**config.mk**
```make
export PLATFORM = sky130hd
export DESIGN_NAME = contention_limiter
export DESIGN_NICKNAME = d
export VERILOG_FILES = /design/src/rtl/cl_pkg.sv /design/src/rtl/cl_wait_accum.sv /design/src/rtl/cl_holder_table.sv /design/src/rtl/cl_max_scan.sv /design/src/rtl/contention_limiter.sv
export SDC_FILE = /design/constraint.sdc
export NUM_CORES = 1
export LEC_CHECK = 0
export ABC_AREA = 1
export BUFFER_PORTS_ARGS = -buffer_cell sky130_fd_sc_hd__buf_2
export CAP_MARGIN = 0
export CELL_PAD_IN_SITES_DETAIL_PLACEMENT = 1
export CELL_PAD_IN_SITES_GLOBAL_PLACEMENT = 1
export CORE_MARGIN = 2
export CORE_UTILIZATION = 47
export CTS_CLUSTER_SIZE = 8
export DETAILED_ROUTE_END_ITERATION = 16
export PLACE_DENSITY = 0.89
export SLEW_MARGIN = 25
export SYNTH_ARGS = -nofsm -noshare
export SYNTH_HDL_FRONTEND = slang
export SYNTH_HIERARCHICAL = 1
export SYNTH_SLANG_ARGS = --single-unit
```
**constraint.sdc**
```tcl
create_clock -name clk -period 17.9 [get_ports clk]
set_input_delay 5.37 -clock clk [delete_from_list [all_inputs] [get_ports clk]]
set_output_delay 5.37 -clock clk [all_outputs]
set_load 0.02 [all_outputs]
```
**src/rtl/cl_pkg.sv**
```systemverilog
package cl_pkg;
  typedef enum logic [0:0] {
    SCAN_IDLE = 1'b0,
    SCAN_RUN  = 1'b1
  } scan_state_e;
endpackage

```
**src/rtl/cl_wait_accum.sv**
```systemverilog
module cl_wait_accum #(
  parameter int NUM_THREADS = 8,
  parameter int NUM_LOCKS   = 8,
  parameter int CNT_W       = 20,
  parameter int LOCK_W      = 3
) (
  input  logic                         clk,
  input  logic                         rst_n,
  input  logic [NUM_THREADS-1:0]       wait_vld,
  input  logic [NUM_THREADS*LOCK_W-1:0] wait_lock,
  input  logic                         clear,
  output logic [NUM_LOCKS*CNT_W-1:0]   cnt_flat
);
  localparam int INC_W = $clog2(NUM_THREADS + 1);
  localparam logic [CNT_W-1:0] CNT_MAX = '1;

  for (genvar g = 0; g < NUM_LOCKS; g++) begin : g_lock
    logic [INC_W-1:0] inc;
    logic [CNT_W-1:0] cnt_q;
    logic [CNT_W:0]   sum;
    logic [CNT_W-1:0] base;

    // Count the threads blocked on this lock in the current cycle.
    always_comb begin
      inc = '0;
      for (int t = 0; t < NUM_THREADS; t++) begin
        if (wait_vld[t] && (wait_lock[t*LOCK_W +: LOCK_W] == LOCK_W'(g)))
          inc = inc + INC_W'(1);
      end
    end

    // On a clear, this cycle's waits start the new interval.
    assign base = clear ? '0 : cnt_q;
    assign sum  = {1'b0, base} + (CNT_W+1)'(inc);

    always_ff @(posedge clk) begin
      if (!rst_n)
        cnt_q <= '0;
      else if (sum > {1'b0, CNT_MAX})
        cnt_q <= CNT_MAX;
      else
        cnt_q <= sum[CNT_W-1:0];
    end

    assign cnt_flat[g*CNT_W +: CNT_W] = cnt_q;
  end
endmodule

```
**src/rtl/cl_holder_table.sv**
```systemverilog
module cl_holder_table #(
  parameter int NUM_LOCKS = 8,
  parameter int LOCK_W    = 3,
  parameter int TID_W     = 3
) (
  input  logic                       clk,
  input  logic                       rst_n,
  input  logic                       acq_vld,
  input  logic [LOCK_W-1:0]          acq_lock,
  input  logic [TID_W-1:0]           acq_tid,
  input  logic                       rel_vld,
  input  logic [LOCK_W-1:0]          rel_lock,
  output logic [NUM_LOCKS-1:0]       hold_vld,
  output logic [NUM_LOCKS*TID_W-1:0] hold_tid
);
  for (genvar g = 0; g < NUM_LOCKS; g++) begin : g_entry
    logic hit_acq;
    logic hit_rel;

    assign hit_acq = acq_vld && (acq_lock == LOCK_W'(g));
    assign hit_rel = rel_vld && (rel_lock == LOCK_W'(g));

    // An acquire takes precedence over a release of the same lock.
    always_ff @(posedge clk) begin
      if (!rst_n) begin
        hold_vld[g]                 <= 1'b0;
        hold_tid[g*TID_W +: TID_W]  <= '0;
      end else if (hit_acq) begin
        hold_vld[g]                 <= 1'b1;
        hold_tid[g*TID_W +: TID_W]  <= acq_tid;
      end else if (hit_rel) begin
        hold_vld[g]                 <= 1'b0;
      end
    end
  end
endmodule

```
**src/rtl/cl_max_scan.sv**
```systemverilog
module cl_max_scan
  import cl_pkg::*;
#(
  parameter int NUM_LOCKS = 8,
  parameter int CNT_W     = 20,
  parameter int LOCK_W    = 3,
  parameter int TID_W     = 3
) (
  input  logic                       clk,
  input  logic                       rst_n,
  input  logic                       tick,
  input  logic [NUM_LOCKS*CNT_W-1:0] cnt_flat,
  input  logic [NUM_LOCKS-1:0]       hold_vld,
  input  logic [NUM_LOCKS*TID_W-1:0] hold_tid,
  output logic                       tick_acc,
  output logic                       scan_busy,
  output logic                       scan_last,
  output logic                       lim_vld,
  output logic [TID_W-1:0]           lim_tid
);
  localparam logic [LOCK_W-1:0] LAST_IDX = LOCK_W'(NUM_LOCKS - 1);

  scan_state_e state_q;
  logic [LOCK_W-1:0]          idx_q;
  logic [CNT_W-1:0]           snap_cnt [NUM_LOCKS];
  logic [NUM_LOCKS-1:0]       snap_hv;
  logic [NUM_LOCKS*TID_W-1:0] snap_ht;
  logic [LOCK_W-1:0]          best_idx_q;
  logic [CNT_W-1:0]           best_cnt_q;
  logic [LOCK_W-1:0]          cand_idx;
  logic [CNT_W-1:0]           cand_cnt;
  logic [CNT_W-1:0]           cur_cnt;

  assign scan_busy = (state_q == SCAN_RUN);
  assign tick_acc  = tick && (state_q == SCAN_IDLE);
  assign scan_last = scan_busy && (idx_q == LAST_IDX);
  assign cur_cnt   = snap_cnt[idx_q];

  // Only a strictly larger count takes over, so ties keep the lower index.
  always_comb begin
    if (cur_cnt > best_cnt_q) begin
      cand_idx = idx_q;
      cand_cnt = cur_cnt;
    end else begin
      cand_idx = best_idx_q;
      cand_cnt = best_cnt_q;
    end
  end

  for (genvar g = 0; g < NUM_LOCKS; g++) begin : g_snap
    always_ff @(posedge clk) begin
      if (!rst_n)
        snap_cnt[g] <= '0;
      else if (tick_acc)
        snap_cnt[g] <= cnt_flat[g*CNT_W +: CNT_W];
    end
  end

  always_ff @(posedge clk) begin
    if (!rst_n) begin
      state_q    <= SCAN_IDLE;
      idx_q      <= '0;
      snap_hv    <= '0;
      snap_ht    <= '0;
      best_idx_q <= '0;
      best_cnt_q <= '0;
      lim_vld    <= 1'b0;
      lim_tid    <= '0;
    end else if (state_q == SCAN_IDLE) begin
      if (tick) begin
        // Entry 0 seeds the search; the following cycles visit entries 1 and up.
        state_q    <= SCAN_RUN;
        idx_q      <= LOCK_W'(1);
        snap_hv    <= hold_vld;
        snap_ht    <= hold_tid;
        best_idx_q <= '0;
        best_cnt_q <= cnt_flat[CNT_W-1:0];
      end
    end else begin
      best_idx_q <= cand_idx;
      best_cnt_q <= cand_cnt;
      idx_q      <= idx_q + LOCK_W'(1);
      if (idx_q == LAST_IDX) begin
        state_q <= SCAN_IDLE;
        if (snap_hv[cand_idx] && (cand_cnt != '0)) begin
          lim_vld <= 1'b1;
          lim_tid <= snap_ht[cand_idx*TID_W +: TID_W];
        end else begin
          lim_vld <= 1'b0;
          lim_tid <= '0;
        end
      end
    end
  end
endmodule

```
**src/rtl/contention_limiter.sv**
```systemverilog
module contention_limiter #(
  parameter int NUM_THREADS = 8,
  parameter int NUM_LOCKS   = 8,
  parameter int CNT_W       = 20,
  parameter int LOCK_W      = $clog2(NUM_LOCKS),
  parameter int TID_W       = $clog2(NUM_THREADS)
) (
  input  logic                          clk,
  input  logic                          rst_n,
  input  logic [NUM_THREADS-1:0]        wait_vld,
  input  logic [NUM_THREADS*LOCK_W-1:0] wait_lock,
  input  logic                          acq_vld,
  input  logic [LOCK_W-1:0]             acq_lock,
  input  logic [TID_W-1:0]              acq_tid,
  input  logic                          rel_vld,
  input  logic [LOCK_W-1:0]             rel_lock,
  input  logic                          tick,
  output logic                          limiter_vld,
  output logic [TID_W-1:0]              limiter_tid
);
  logic                       tick_acc;
  logic                       scan_busy;
  logic                       scan_last;
  logic [NUM_LOCKS*CNT_W-1:0] cnt_flat;
  logic [NUM_LOCKS-1:0]       hold_vld;
  logic [NUM_LOCKS*TID_W-1:0] hold_tid;

  cl_wait_accum #(
    .NUM_THREADS(NUM_THREADS), .NUM_LOCKS(NUM_LOCKS),
    .CNT_W(CNT_W), .LOCK_W(LOCK_W)
  ) u_accum (
    .clk(clk), .rst_n(rst_n), .wait_vld(wait_vld), .wait_lock(wait_lock),
    .clear(tick_acc), .cnt_flat(cnt_flat)
  );

  cl_holder_table #(
    .NUM_LOCKS(NUM_LOCKS), .LOCK_W(LOCK_W), .TID_W(TID_W)
  ) u_holders (
    .clk(clk), .rst_n(rst_n), .acq_vld(acq_vld), .acq_lock(acq_lock),
    .acq_tid(acq_tid), .rel_vld(rel_vld), .rel_lock(rel_lock),
    .hold_vld(hold_vld), .hold_tid(hold_tid)
  );

  cl_max_scan #(
    .NUM_LOCKS(NUM_LOCKS), .CNT_W(CNT_W), .LOCK_W(LOCK_W), .TID_W(TID_W)
  ) u_scan (
    .clk(clk), .rst_n(rst_n), .tick(tick), .cnt_flat(cnt_flat),
    .hold_vld(hold_vld), .hold_tid(hold_tid), .tick_acc(tick_acc),
    .scan_busy(scan_busy), .scan_last(scan_last),
    .lim_vld(limiter_vld), .lim_tid(limiter_tid)
  );
endmodule

```
* Word-level counts from Yosys, hierarchy flattened
Memories as Yosys holds them, arrays and structs flattened. A register that Yosys moved wholly into a read port is not among the register bits.
Index checks and enable logic that the tools add are counted.
** Storage, ports and cells
- Output and inout bits :: 4
- Input port bits :: 46
- Register bits after elaboration :: 255
- Memory bits (writable) :: 160
- Word-level logic and storage cells :: 419
- Memories kept :: 1
** Operators by class
- Bitwise gates (word level) :: 9
- Multiplexer cells :: 125
- Equality and inequality tests :: 71
- $lt $le $gt $ge :: 10
- Shift operators :: 1
- Multiply operators :: 1
- Add/subtract/negate cells :: 65
- Reduce and logical (&&, ||, !) cells :: 104
** Memories
- u_scan.snap_cnt :: words 8, width 20, read ports 1, clocked after Yosys merged registers in 1, write ports 8, RTL line cl_max_scan.sv:25 : logic [CNT_W-1:0] snap_cnt [NUM_LOCKS];
** Operators with widths (number)
- 2-to-1 mux 20 bit :: 27
- 2-to-1 mux 4 bit :: 56
- adder 4 x 1 -> 4 bit, second input constant :: 48
- adder 20 x 4 -> 21 bit :: 8
- greater-than comparator 21 x 20 -> 1 bit, second input constant :: 8
- == test 3 bit, second input constant :: 41
- logical AND 1 bit :: 82
- == test 3 x 2 -> 1 bit, second input constant :: 20
- 2-to-1 mux 1 bit :: 33
- == test 3 x 1 -> 1 bit, second input constant :: 10
- logical NOT 3 bit :: 10
- 2-to-1 mux 3 bit :: 8
- variable part select 24 x 6 -> 3 bit :: 1
- greater-than comparator 20 bit :: 1
- nonzero test 20 bit :: 1
- nonzero test 2 bit :: 9
- adder 1 x 1 -> 2 bit, second input constant :: 8
- bitwise OR 1 bit :: 8
- multiplier 3 x 2 -> 5 bit, second input constant :: 1
- < comparator 3 x 4 -> 1 bit, second input constant :: 1
- AND reduction 2 bit :: 2
- adder 3 x 1 -> 3 bit, second input constant :: 1
- binary-select mux 1 bit (select 3 bit) :: 1
- inverter 1 bit :: 1

* Logic depth before layout (Yosys ltp)
- Depth in word-level cells :: 20
- Gate-level depth with buffers :: 42
- Mapped depth without buffers :: 42

* Cells and area by module
Netlist, hierarchy kept.
** Modules (own cells, without submodules)
- cl_wait_accum :: seq. area each 3203.1 µm², area an instance 15740.1 µm², cells an instance 2623, instances 1
- cl_max_scan :: seq. area each 6125.9 µm², area an instance 11262.1 µm², cells an instance 1358, instances 1
- cl_holder_table :: seq. area each 640.6 µm², area an instance 1333.8 µm², cells an instance 189, instances 1

* Worst setup path before layout
OpenSTA, ideal clock, no wires.
- Path type :: input -> register
- From :: in tick
- To :: mem u_scan.snap_cnt[0][0], enable pin
- Data arrival time :: 10242 ps
- Stages on the path :: 3
- Setup time :: 585 ps
- Path buffers :: 1
- Data required time :: 17315 ps
- Path slack :: 7073 ps
- Cells stage by stage :: inv_1 -> o21ai_0 -> clkbuf_1
** RTL lines
- start, declared :: RTL line contention_limiter.sv:17 : input logic tick,
- end, declared :: RTL line cl_max_scan.sv:25

* Worst setup path in the final report
- From :: in wait_vld[0]
- To :: reg u_accum.g_lock[0].cnt_q[17]
** Between the ends
- Longest elaborated chain between the ends :: 19
** RTL lines
- start, declared :: RTL line contention_limiter.sv:10 : input logic [NUM_THREADS-1:0] wait_vld,
- logical AND 1 bit (*) :: RTL line cl_wait_accum.sv:27 : if (wait_vld[t] && (wait_lock[t*LOCK_W +: LOCK_W] == LOCK_W'(g)))
- 2-to-1 mux 1 bit (*) :: RTL line cl_wait_accum.sv:27
- adder 1 x 1 -> 2 bit :: RTL line cl_wait_accum.sv:28 : inc = inc + INC_W'(1);
- 2-to-1 mux 4 bit (*) :: RTL line cl_wait_accum.sv:27
- adder 4 x 1 -> 4 bit :: RTL line cl_wait_accum.sv:28
- 2-to-1 mux 4 bit (*) :: RTL line cl_wait_accum.sv:27
- adder 4 x 1 -> 4 bit :: RTL line cl_wait_accum.sv:28
- 2-to-1 mux 4 bit (*) :: RTL line cl_wait_accum.sv:27
- [3 not listed]
- 2-to-1 mux 4 bit (*) :: RTL line cl_wait_accum.sv:27
- adder 4 x 1 -> 4 bit :: RTL line cl_wait_accum.sv:28
- 2-to-1 mux 4 bit (*) :: RTL line cl_wait_accum.sv:27
- adder 4 x 1 -> 4 bit :: RTL line cl_wait_accum.sv:28
- 2-to-1 mux 4 bit (*) :: RTL line cl_wait_accum.sv:27
- adder 20 x 4 -> 21 bit (*) :: RTL line cl_wait_accum.sv:34 : assign sum = {1'b0, base} + (CNT_W+1)'(inc);
- greater-than comparator 21 x 20 -> 1 bit :: RTL line cl_wait_accum.sv:39 : else if (sum > {1'b0, CNT_MAX})
- 2-to-1 mux 20 bit (*) :: RTL line cl_wait_accum.sv:39
- end signal, assigned :: RTL line cl_wait_accum.sv:42 : cnt_q <= sum[CNT_W-1:0];
- end, declared :: RTL line cl_wait_accum.sv:19 : logic [CNT_W-1:0] cnt_q;
Mark *: on every way between the ends. The rest lies on a longest branch, timed or not.
A chain may end at the register's enable or synchronous reset.

==> impl_metrics.ini <==
[status]
outcome = complete, no violations

[die]
start_util_pct = 47.2
fp.dieH_um = 250
dieArea_um2 = 62300
io_pins = 50
rows = 90
core_um2 = 60000
fp.dieW_um = 250

[critical_path]
setup.worst_path.start_class = input port
r2r_slack_ps = 12990
worstRegToRegCells = 22
crit_path_max_fanout = 4
arrival_ps = 11260
crit_required_ps = 18440
endpoint = u_accum/g_lock[0].cnt_q[17]
startpoint = wait_vld[0]
slowest_stage = nor3_1
critPathKind = in -> reg
cpPeakStageDelay_ps = 530
cp_common_cell = nand2_1
reg2reg_to = u_scan/lim_tid[0]
critPathCaptureType = flip-flop

[synthesis]
syn_avg_cell_area_um2 = 6.80
synth_cell_type_count = 59
netlist_area_um2 = 28300
yosysWarnings = 6
synth_seq_cells = 418
ys_seq_area_share_pct = 35.2
synth_flop_cell = dfxtp_1
netlist_instances = 4170
synth_nets = 4342
synth-async-reset-ratio_pct = 0
synth-edff-count = 160

[power_and_ir_drop]
power.density_nw_per_um2 = 80.3
p_total_w = 0.00248
leakagePower_nw = 13.3
ir_drop_mv = 0.0747

[route]
drc = 0
vias_per_cell = 5.39
wl_mm = 89.0
postRouteAntennaNets = 0
drt_first_iter_violations = 1700
wire_per_inst_um = 17.8
vias = 27000
dr.pass1.iters = 5

[place]
gp_congestion = 0.883
dpl.hpwl_mm = 61.0
port_buffers = 49
dp_slack_ps = 6780

[timing]
skew_ps = 32.1
finalWorstSetupSlack_ps = 7170
slew_violations = 0
finalSetupViolCount = 0
rsz0062_at_grt = no
fin_setup_tns_ps = 0
fmax_mhz = 93.2
post-route-min-period_ps = 10730
timing.final.crit_share_pct = 59.9
worstMarginPinSlew_ps = 1020
maxSlewHeadroom_pct = 31.7
hold_viol = 0

[hold_path]
hold_path.class = reg -> reg

[clocking]
post_cts_buffers = 0
tritoncts = built
root_buffer = clkbuf_16
clock_latency_ps = 600
htreeDepth = 2
cts.clk_slew.worst_paths_ps = 50
clk_path_buf_depth = 3
post_cts_resize_count = 0
hold_buffers = 0
cts_buffers = 58
cts_sinks = 418

[cells_and_area]
drive_gt1_share_pct = 8.72
layout.nets = 4351
antenna_cells = 0
area_growth_pct = 9.01

[grt]
grt_pass1_wl_mm = 145
grt_max_degree = 193
grt_usage_pct = 28.2
grt_pass1_vias = 28400
gr-total-overflow = 0
grt_antenna_before_repair = 2

[job]
maxCapViolations = 0
## sequential cells by signal, summed over array words and instances, names as in the netlist, 3 cells and up, named ones only
signal / cells
u_scan/snap_ht: 24
u_scan/snap_cnt: 160
u_scan/best_cnt_q: 20
u_scan/idx_q: 3
u_accum/g_lock.cnt_q: 160
u_holders/hold_tid: 24
u_scan/best_idx_q: 3
u_holders/hold_vld: 8
u_scan/lim_tid: 3
u_scan/snap_hv: 8
## through the flow
stage	hold WS [ps]	std cells	util [%]	cell area [µm²]
final	449	5003	51.5	30900
after global routing	475	5003	51.5	30900
after CTS	454	5002	51.4	30900
after detailed placement	442	4900	48.6	29200
after global placement	435	4900	48.6	29200
after floorplan	439	4170	-	28300
## where the power goes
group | internal [W] | total (W) | switching [W]
clock network | 0.000618 | 0.00104 | 0.000423
logic | 0.000111 | 0.000399 | 0.000288
registers | 0.00102 | 0.00104 | 0.0000174
## cell usage after synthesis (48+ instances only)
library cell | instances | area (µm²)
edfxtp_1 | 160 | 4800
o21ai_0 | 197 | 986
nand2_2 | 64 | 400
inv_1 | 684 | 2570
nor2_1 | 693 | 2600
dfxtp_1 | 258 | 5160
nand3_1 | 332 | 1660
xor2_1 | 91 | 797
ha_1 | 118 | 1480
a21oi_1 | 152 | 761
clkbuf_1 | 69 | 259
nand2_1 | 891 | 3340
nor3_1 | 48 | 240
## worst max-delay path, delay by kind of cell
kind / cells / cell delay [ps]
compound gates: 3 / 530
fa+ha+maj: 4 / 1220
buf+inv: 7 / 510
simple gates: 22 / 3610
## area by class of cell
| class | instances | area, µm² |
|---|---|---|
| clock buffers | 100 | 1650 |
| multi-input cells | 2921 | 15200 |
| fillers | 7959 | 29100 |
| inverters | 714 | 2690 |
| well taps | 782 | 978 |
| clock inverters | 2 | 38.8 |
| flip-flops and latches | 418 | 9970 |
| repair buffers | 66 | 408 |
## routing by layer
metal,vias to the layer above,part of all wire [%],routed length [µm],GRT usage [%]
met5,-,0.035,31,0
met4,4,4.3,3850,12.1
met3,215,3.7,3260,2.53
met2,653,50,44900,52.0
met1,13000,42,37000,33.4
li1,13100,-,-,-
## kinds of logic after synthesis
kind of cell / after synthesis / synth area share, %
AND/OR/NAND/NOR: 2224 / 35.2
flip-flops: 418 / 35.2
XOR/XNOR: 130 / 4.02
buffers and inverters: 831 / 11.4
adder cells (fa/ha/maj): 126 / 5.78
AO/OA/AOI/OAI: 441 / 8.33
## placed cells by master (no fill, tap or decap), types with 6 or more instances in the layout
| cell | instances |
|---|---|
| nand4_1 | 31 |
| nand2_1 | 890 |
| nand3_2 | 35 |
| dfxtp_1 | 256 |
| a21oi_1 | 152 |
| nor3_1 | 48 |
| or2_2 | 18 |
| nand3b_1 | 9 |
| nor2_1 | 692 |
| buf_2 | 48 |
| nor2_4 | 16 |
| inv_1 | 684 |
| o21ai_0 | 196 |
| clkbuf_16 | 60 |
| nand2_4 | 30 |
| clkbuf_1 | 40 |
| xor2_1 | 91 |
| o21ai_1 | 29 |
| xnor2_1 | 39 |
| edfxtp_1 | 160 |
| buf_4 | 16 |
| and2_1 | 8 |
| nand2_2 | 64 |
| nor4_1 | 6 |
| ha_1 | 118 |
| o211ai_1 | 6 |
| o21a_1 | 15 |
| nand3_1 | 332 |
| a31oi_1 | 21 |
| nor2_2 | 18 |
| inv_2 | 23 |
| fa_1 | 8 |
## worst min-delay path by stage
stage | startpoint | endpoint | slack, ps | depth (start not counted)
after floorplan | u_holders/hold_vld[3] | u_holders/hold_vld[3] | 440 | 2
after global placement | u_scan/lim_vld | u_scan/lim_vld | 430 | 2
after detailed placement | u_scan/lim_vld | u_scan/lim_vld | 440 | 2
after CTS | u_scan/lim_vld | u_scan/lim_vld | 450 | 2
after global routing | u_scan/lim_tid[1] | u_scan/lim_tid[1] | 480 | 2
final | u_scan/lim_vld | u_scan/lim_vld | 450 | 2
(Power assumes the default switching activity.)
